**src/rtl/concbus_pkg.sv**
```systemverilog
package concbus_pkg;
  localparam int unsigned DEF_GROUPS = 4;
  localparam int unsigned DEF_LANES  = 8;

  function automatic int unsigned sel_width(input int unsigned groups);
    return (groups > 1) ? $clog2(groups) : 1;
  endfunction

  function automatic int unsigned tree_depth(input int unsigned groups);
    return (groups > 1) ? $clog2(groups) : 0;
  endfunction
endpackage

```
**src/rtl/concbus_en_store.sv**
```systemverilog
module concbus_en_store
  import concbus_pkg::*;
#(
  parameter int unsigned GROUPS = DEF_GROUPS,
  parameter int unsigned LANES  = DEF_LANES,
  localparam int unsigned SEL_W = sel_width(GROUPS)
) (
  input  logic                    clk,
  input  logic                    rst_n,
  input  logic                    wr_en,
  input  logic [SEL_W-1:0]        wr_sel,
  input  logic [LANES-1:0]        wr_bits,
  input  logic [SEL_W-1:0]        rd_sel,
  output logic [LANES-1:0]        rd_bits,
  output logic [GROUPS*LANES-1:0] en_flat
);
  logic [LANES-1:0] row_q [GROUPS];
  logic [LANES-1:0] row_d [GROUPS];
  logic [GROUPS-1:0] row_ce;

  for (genvar g = 0; g < GROUPS; g++) begin : g_row
    always_comb begin
      row_ce[g] = wr_en && (int'(wr_sel) == g);
      row_d[g]  = wr_bits;
    end

    always_ff @(posedge clk or negedge rst_n) begin
      if (!rst_n) begin
        row_q[g] <= '0;
      end else if (row_ce[g]) begin
        row_q[g] <= row_d[g];
      end
    end

    assign en_flat[g*LANES +: LANES] = row_q[g];
  end

  always_comb begin
    rd_bits = '0;
    for (int g = 0; g < GROUPS; g++) begin
      if (int'(rd_sel) == g) rd_bits = row_q[g];
    end
  end
endmodule

```
**src/rtl/concbus_gate.sv**
```systemverilog
module concbus_gate
  import concbus_pkg::*;
#(
  parameter int unsigned GROUPS = DEF_GROUPS,
  parameter int unsigned LANES  = DEF_LANES
) (
  input  logic [GROUPS*LANES-1:0] data_flat,
  input  logic [GROUPS*LANES-1:0] en_flat,
  output logic [GROUPS*LANES-1:0] gated_flat
);
  for (genvar g = 0; g < GROUPS; g++) begin : g_grp
    for (genvar p = 0; p < LANES; p++) begin : g_lane
      assign gated_flat[g*LANES + p] = data_flat[g*LANES + p] & en_flat[g*LANES + p];
    end
  end
endmodule

```
**src/rtl/concbus_or_tree.sv**
```systemverilog
module concbus_or_tree
  import concbus_pkg::*;
#(
  parameter int unsigned GROUPS = DEF_GROUPS,
  parameter int unsigned LANES  = DEF_LANES
) (
  input  logic [GROUPS*LANES-1:0] leaf_flat,
  output logic [LANES-1:0]        root
);
  localparam int unsigned DEPTH  = tree_depth(GROUPS);
  localparam int unsigned LEAVES = 1 << DEPTH;

  for (genvar l = 0; l <= DEPTH; l++) begin : lv
    localparam int unsigned NODES = LEAVES >> l;
    logic [LANES-1:0] v [NODES];
    if (l == 0) begin : g_leaf
      for (genvar j = 0; j < NODES; j++) begin : g_j
        if (j < GROUPS) begin : g_real
          assign v[j] = leaf_flat[j*LANES +: LANES];
        end else begin : g_pad
          assign v[j] = '0;
        end
      end
    end else begin : g_node
      for (genvar j = 0; j < NODES; j++) begin : g_j
        assign v[j] = lv[l-1].v[2*j] | lv[l-1].v[2*j+1];
      end
    end
  end

  assign root = lv[DEPTH].v[0];
endmodule

```
**src/rtl/concbus_overlap.sv**
```systemverilog
module concbus_overlap
  import concbus_pkg::*;
#(
  parameter int unsigned GROUPS = DEF_GROUPS,
  parameter int unsigned LANES  = DEF_LANES
) (
  input  logic [GROUPS*LANES-1:0] en_flat,
  output logic                    overlap
);
  logic [LANES-1:0] seen;
  logic [LANES-1:0] dup;

  always_comb begin
    seen = '0;
    dup  = '0;
    for (int g = 0; g < GROUPS; g++) begin
      dup  = dup | (seen & en_flat[g*LANES +: LANES]);
      seen = seen | en_flat[g*LANES +: LANES];
    end
    overlap = |dup;
  end
endmodule

```
**src/rtl/concbus_top.sv**
```systemverilog
module concbus_top
  import concbus_pkg::*;
#(
  parameter int unsigned GROUPS = DEF_GROUPS,
  parameter int unsigned LANES  = DEF_LANES,
  localparam int unsigned SEL_W = sel_width(GROUPS)
) (
  input  logic                    clk,
  input  logic                    rst_n,
  input  logic [GROUPS*LANES-1:0] grp_data,
  input  logic                    cfg_we,
  input  logic [SEL_W-1:0]        cfg_sel,
  input  logic [LANES-1:0]        cfg_bits,
  input  logic [SEL_W-1:0]        rd_sel,
  output logic [LANES-1:0]        rd_bits,
  input  logic                    overlap_clr,
  output logic                    overlap_flag,
  output logic [LANES-1:0]        bus_q
);
  logic [GROUPS*LANES-1:0] en_flat;
  logic [GROUPS*LANES-1:0] gated_flat;
  logic [LANES-1:0]        bus_d;
  logic                    overlap_now;
  logic                    flag_d;

  concbus_en_store #(.GROUPS(GROUPS), .LANES(LANES)) u_store (
    .clk     (clk),
    .rst_n   (rst_n),
    .wr_en   (cfg_we),
    .wr_sel  (cfg_sel),
    .wr_bits (cfg_bits),
    .rd_sel  (rd_sel),
    .rd_bits (rd_bits),
    .en_flat (en_flat)
  );

  concbus_gate #(.GROUPS(GROUPS), .LANES(LANES)) u_gate (
    .data_flat  (grp_data),
    .en_flat    (en_flat),
    .gated_flat (gated_flat)
  );

  concbus_or_tree #(.GROUPS(GROUPS), .LANES(LANES)) u_tree (
    .leaf_flat (gated_flat),
    .root      (bus_d)
  );

  concbus_overlap #(.GROUPS(GROUPS), .LANES(LANES)) u_ovl (
    .en_flat (en_flat),
    .overlap (overlap_now)
  );

  always_comb begin
    if (overlap_clr) flag_d = 1'b0;
    else             flag_d = overlap_flag | overlap_now;
  end

  always_ff @(posedge clk or negedge rst_n) begin
    if (!rst_n) begin
      bus_q        <= '0;
      overlap_flag <= 1'b0;
    end else begin
      bus_q        <= bus_d;
      overlap_flag <= flag_d;
    end
  end
endmodule

```
**config.mk**
```make
export PLATFORM = sky130hd
export DESIGN_NAME = concbus_top
export DESIGN_NICKNAME = d
export VERILOG_FILES = /design/src/rtl/concbus_pkg.sv /design/src/rtl/concbus_en_store.sv /design/src/rtl/concbus_gate.sv /design/src/rtl/concbus_or_tree.sv /design/src/rtl/concbus_overlap.sv /design/src/rtl/concbus_top.sv
export SDC_FILE = /design/constraint.sdc
export NUM_CORES = 1
export LEC_CHECK = 0
export ABC_AREA = 1
export BUFFER_PORTS_ARGS = -buffer_cell sky130_fd_sc_hd__buf_2
export CAP_MARGIN = 20
export CORE_AREA = 2 2 79 81
export DETAILED_ROUTE_END_ITERATION = 6
export DIE_AREA = 0 0 81 83
export PLACE_DENSITY = 0.59
export SETUP_SLACK_MARGIN = 0.4
export SYNTH_ARGS = -nofsm -noshare
export SYNTH_HDL_FRONTEND = slang
export SYNTH_SLANG_ARGS = --single-unit
```
**constraint.sdc**
```tcl
create_clock -name clk -period 1.5 [get_ports clk]
set_input_delay 0.15 -clock clk [delete_from_list [all_inputs] [get_ports clk]]
set_output_delay 0.15 -clock clk [all_outputs]
set_load 0.01 [all_outputs]
```
==> results of run 1 <==
-- per-stage QoR --
stage | util (%) | hold slack, ns
floorplan | - | -0.146
global placement | 44.0 | 0.0504
detailed placement | 44.0 | 0.0465
CTS | 49.7 | 0.0501
global route | 50.2 | 0.0560
finish | 50.2 | 0.0541
-- Yosys cell counts --
cell type and number:
inv_1 27, o21ai_2 8, nor2_1 20, inv_2 2
nand3_2 2, o21ai_1 19, a21oi_1 5, buf_6 3
dfrtp_1 41, buf_2 2, nand3b_1 2, nand3_1 5
nand2_4 1, o21ai_0 15, nand2_1 108, nor2_8 1
a221oi_2 3, nand2_2 3, nor2_4 1, o22ai_1 2
nand4_1 11
-- path summary, 6_finish.rpt --
check	slack (ns)	start	cells past startpoint	endpoint
worst max-delay path	0.07	u_store.en_flat[1]	3	rd_bits[1]
worst min-delay path	0.05	grp_data[16]	3	bus_q[0]
worst max register to register	0.26	u_store.en_flat[1]	9	overlap_flag
worst min register to register	0.52	u_store.en_flat[25]	2	u_store.en_flat[25]
max in group asynchronous	0.67	rst_n	3	u_store.en_flat[1]
min in group asynchronous	0.26	rst_n	2	bus_q[4]
-- flip-flops by register name, summed over array words and instances (netlist names) --
name,count
overlap_flag,1
bus_q,8
u_store.en_flat,32
-- power groups by stage --
stage	logic, mW	registers (mW)	clock network [mW]
4_1_cts	1.00	1.47	0.720
5_1_grt	1.15	1.51	0.777
3_3_place_gp	0.730	1.53	0
3_5_place_dp	0.746	1.52	0
2_1_floorplan	0.463	1.49	0
6_report	1.02	1.48	0.704
-- metal layers --
layer  GRT usage (%)  vias to the layer above  share of wire, %
met5               0                        -                 0
met4            6.01                        0               1.5
met3            3.70                        7               5.8
met2            31.6                       56                48
met1            24.9                      988                44
li1                -                     1093                 -
-- area by class of cell --
class | instances | area share, %
flip-flops and latches | 41 | 35.5
multi-input cells | 206 | 35.3
repair buffers | 92 | 19.6
inverters | 29 | 3.73
well taps | 75 | 3.21
clock buffers | 8 | 2.74
-- kinds of logic after synthesis --
family                 Yosys count
flip-flops                      41
AO/OA/AOI/OAI                   52
AND/OR/NAND/NOR                154
buffers and inverters           34
-- what timing repair did --
| item | CTS | global route |
|---|---|---|
| hold endpoints to repair | 12 | 0 |
| hold buffers | 2 | 0 |
| pin swaps | 26 | 7 |
| resized for setup | 27 | 12 |
| setup endpoints to repair | 9 | 9 |
| setup buffers | 24 | 0 |
-- worst min-delay path, cell delays in order --
cell and delay (ns):
buf_2 0.07, nand2_1 0.04, nand4_1 0.05
==> run_results.csv, run 1 <==
group,metric,value,unit
run_status,status,"finished, final reports clean",
global_route,gr-usage-all-layers,19.1,%
power_and_ir_drop,switchingPower,1.08,mW
global_route,grt_pass1_vias,2071,
sta,hold_viol_final,0,
finish,fin_cells,451,
synthesis,synth_xor_area_share,0,%
critical_path,slowest_delay,0.41,ns
finish,drive_gt1_share,37.0,%
synthesis,synth_area_leaders,"dfrtp_1 (47%), nand2_1 (19%), inv_1 (4.7%)",
power_and_ir_drop,internal_power,2.12,mW
power_and_ir_drop,p_leak,1.51,nW
finish,register_area,0.00104,mm2
sta,setup-violations-final,0,
finish,final_cell_mix,"nand2_1 (106), buf_2 (63), dfrtp_1 (33)",
global_route,grt_pass1_wl,9.97,mm
power_and_ir_drop,p_per_area,1100,mW/mm2
routing,drc,0,
floorplan,dieArea,0.00672,mm2
placement,gp_congestion,0.836,
clock_tree,cts_htree_levels,2,
synthesis,ys_seq_area_share,47.2,%
sta,fmax,699,MHz
placement,place_area,0.00256,mm2
clock_tree,clockBufferDepth,2,
sta,fin_crit_sh,95.3,%
placement,dp_hpwl,4.13,mm
critical_path,cp_top_family,"compound AO/OA/AOI/OAI gates",
routing,wl,6.05,mm
clock_tree,clk_pin_slew,0.07,ns
clock_tree,cts-root-buf,"clkbuf_8",
critical_path,cp_max_fo,2,
synthesis,synth_top_family_by_area,"simple AND/OR/NAND/NOR gates",
finish,multiInputGateArea,0.00103,mm2
floorplan,coreArea,0.00582,mm2
sta,fin_tns_setup,0,ns
routing,wl_per_cell,13.4,um
power_and_ir_drop,p_total,3.20,mW
synthesis,ys_ff_latch,41,
critical_path,cp_cell_sequence,"a221oi_2 > o21ai_1 > buf_2",
global_route,grt-ovfl-total,0,
synthesis,synth-adder-area-share,0,%
clock_tree,cts_tree,"done",
sta,finalWorstSetupSlack,0.0698,ns
sta,tightest_slew,0.462,ns
finish,area_delta_synth_final,34.5,%
finish,fin_area,0.00292,mm2
floorplan,pin_count,65,
critical_path,cp-start-kind,"flip-flop",
synthesis,syn_inst,281,
power_and_ir_drop,seq_power_share,46.2,%
sta,rsz0062_at_grt,"true",
synthesis,ys_warn_count,0,
routing,drt_first_pass_iters,4,
critical_path,critPathSlowestCell,"dfrtp_2",
synthesis,synth_mux_area_share,0,%
routing,antenna_left,0,
finish,layout_commonest_cell,"nand2_1",
clock_tree,clock_sinks,41,
power_and_ir_drop,p_comb_share,31.8,%
floorplan,die_h,83,um
placement,placed_cells,417,
floorplan,row_count,28,
floorplan,initial_core_util,37.3,%
sta,drv_slew,0,
power_and_ir_drop,swShare,33.8,%
power_and_ir_drop,max-vdd-ir-drop,473,uV
critical_path,cp-end-kind,"primary output",
finish,fill_cells,610,
routing,via_per_inst,4.75,
finish,nets,423,
run,maxCapViolations,0,
sta,finClkSkew,0.00459,ns
synthesis,synth_area_leader_cell,"dfrtp_1",
routing,drt_iter0_markers,80,
synthesis,synth_area,0.00217,mm2
clock_tree,cts_buffers,5,
floorplan,die_w,81,um
synthesis,avgSynthCellArea,7.73,um2
sta,relSlewSlack,69.1,%
synthesis,synth_compound_area_share,14.9,%
critical_path,critPathArrivalTime,1.28,ns
synthesis,synth-simple-area-share,30.9,%
critical_path,critPathKind,"flip-flop to primary output",
critical_path,cp_data_required_time,1.35,ns
power_and_ir_drop,p_clk_share,22.0,%
finish,diodes,0,
critical_path,cp_num_buf_inv,1,
synthesis,synth_cell_types,21,
clock_tree,worstSkewPairLatency,0.30,ns
sta,min_period,1.43,ns
global_route,antenna_found_initial,0,
placement,pre_cts_ws,0.219,ns
routing,vias,2144,
placement,portBuffers,64,
global_route,grt_max_degree,20,
synthesis,synth_top_area_share,47.2,%
synthesis,syn_nets,329,
hold_path,hold_class,"input port to flip-flop",
(Power assumes the default switching activity.)
==> inputs of run 2 (changes only) <==
--- a/config.mk
+++ b/config.mk
@@ -8,11 +8,12 @@
 export ABC_AREA = 1
 export BUFFER_PORTS_ARGS = -buffer_cell sky130_fd_sc_hd__buf_2
 export CAP_MARGIN = 20
-export CORE_AREA = 2 2 79 81
+export CORE_AREA = 2 2 66 68
 export DETAILED_ROUTE_END_ITERATION = 6
-export DIE_AREA = 0 0 81 83
-export PLACE_DENSITY = 0.59
+export DIE_AREA = 0 0 68 70
+export PLACE_DENSITY = 0.81
 export SETUP_SLACK_MARGIN = 0.4
+export SLEW_MARGIN = 10
 export SYNTH_ARGS = -nofsm -noshare
 export SYNTH_HDL_FRONTEND = slang
 export SYNTH_SLANG_ARGS = --single-unit
==> run_results.csv, run 2 (synthesis results as in run 1) <==
group,metric,value,unit
critical_path,cp-start-kind,"flip-flop",
hold_path,min-delay-start,"overlap_clr",
finish,nets,423,
floorplan,die_h,70,um
clock_tree,clk_pin_slew,0.07,ns
sta,rsz0062_at_grt,"true",
global_route,grt-ovfl-total,0,
placement,gp_congestion,0.787,
finish,fin_cells,427,
critical_path,r2r_start,"u_store.en_flat[7]",
hold_path,hold_class,"input port to flip-flop",
clock_tree,clockBufferDepth,2,
clock_tree,cts_tree,"done",
sta,hold_viol_final,0,
run,maxCapViolations,0,
finish,largest_reg_flops,32,
critical_path,cp_data_required_time,1.35,ns
sta,min_period,1.39,ns
global_route,grt_max_degree,23,
sta,relSlewSlack,67.3,%
critical_path,reg2reg_slack,0.18,ns
critical_path,critPathKind,"flip-flop to primary output",
critical_path,reg2reg_to,"overlap_flag",
floorplan,row_count,24,
finish,area_delta_synth_final,30.9,%
sta,tightest_slew,0.491,ns
routing,via_per_inst,5.16,
critical_path,setup.worst_path.start,"u_store.en_flat[15]",
placement,pre_cts_ws,0.266,ns
power_and_ir_drop,max-vdd-ir-drop,635,uV
floorplan,pin_count,65,
clock_tree,clock_sinks,41,
floorplan,initial_core_util,52.4,%
routing,wl,5.55,mm
placement,dp_hpwl,3.73,mm
routing,wl_per_cell,13.0,um
critical_path,cp-end-kind,"primary output",
floorplan,coreArea,0.00414,mm2
routing,vias,2205,
finish,final_cell_mix,"nand2_1 (108), buf_2 (63), dfrtp_1 (38)",
clock_tree,cts-root-buf,"clkbuf_8",
sta,fin_tns_setup,0,ns
power_and_ir_drop,p_leak,1.52,nW
finish,drive_gt1_share,33.1,%
clock_tree,cts_htree_levels,2,
finish,layout_commonest_cell,"nand2_1",
hold_path,min_to,"overlap_flag",
floorplan,die_w,68,um
global_route,grt_pass1_wl,9.39,mm
run_status,status,"finished, final reports clean",
sta,drv_slew,0,
sta,fmax,718,MHz
global_route,grt_pass1_vias,2131,
clock_tree,cts_buffers,5,
hold_path,min_path_cells,2,
routing,drt_first_pass_iters,4,
placement,portBuffers,64,
finish,diodes,0,
routing,drc,0,
placement,placed_cells,393,
routing,antenna_left,0,
global_route,antenna_found_initial,0,
critical_path,critPathArrivalTime,1.24,ns
clock_tree,worstSkewPairLatency,0.29,ns
sta,setup-violations-final,0,
sta,finalWorstSetupSlack,0.107,ns
global_route,gr-usage-all-layers,25.8,%
critical_path,cp_max_fo,2,
sta,fin_crit_sh,92.8,%
floorplan,dieArea,0.00476,mm2
power_and_ir_drop,p_total,3.17,mW
routing,drt_iter0_markers,319,
critical_path,worst_r2r_path_depth,8,
power_and_ir_drop,p_per_area,1110,mW/mm2
sta,finClkSkew,0.00484,ns
[run 2: cell types whose count changed in the layout (fill, tap and decap cells not counted), sizes merged]
cell | previous run | this run
dlygate4sd3 | 2 | 1
[run 2: critical path: stages, from the launching register on]
cell      delay (ns)
dfrtp_1         0.42
inv_1           0.07
nor2_1          0.04
a221oi_2        0.17
o21ai_1         0.11
buf_2           0.15
[run 2: worst max path at each step]
stage                         to  cells after the start
finish                rd_bits[7]                      5
global route          rd_bits[7]                      5
CTS                   rd_bits[6]                      3
detailed placement    rd_bits[6]                      6
global placement      rd_bits[6]                      6
floorplan           overlap_flag                      8
[run 2: area by class of cell]
class                           instances  area (um2)
Sequential cell                        41        1030
Timing Repair Buffer                   92         559
Tap cell                               52        65.1
Fill cell                             336        1300
Multi-Input combinational cell        206         993
Inverter                               29         109
Clock buffer                            7        86.3
[run 2: report_power, final]
| group | switching, mW | leakage, nW | internal, mW |
|---|---|---|---|
| Clock | 0.358 | 0.0443 | 0.365 |
| Sequential | 0.152 | 0.500 | 1.29 |
| Combinational | 0.528 | 0.973 | 0.472 |
| Total | 1.04 | 1.52 | 2.13 |
[run 2: routing by layer]
layer	vias up	share of wire [%]	global-route usage (%)
met5	-	0	0
met4	0	1.1	9.11
met3	6	7.6	5.31
met2	93	50	41.6
met1	1013	42	33.8
li1	1093	-	-
[run 2: through the flow]
stage | instance area (um2) | util, % | hold WS [ns]
2_1_floorplan | 2170 | - | -0.146
3_3_place_gp | 2530 | 61.1 | 0.125
3_5_place_dp | 2530 | 61.1 | 0.137
4_1_cts | 2820 | 68.1 | 0.0121
5_1_grt | 2840 | 68.6 | 0.00586
6_report | 2840 | 68.6 | 0.0131
[run 2: repair_timing]
item / in CTS / in global routing
gates cloned: 0 / 0
setup endpoints to repair: 9 / 9
hold endpoints to repair: 19 / 0
hold buffers: 1 / 0
gates resized for setup: 7 / 6
pin swaps: 21 / 7
setup buffers: 24 / 2
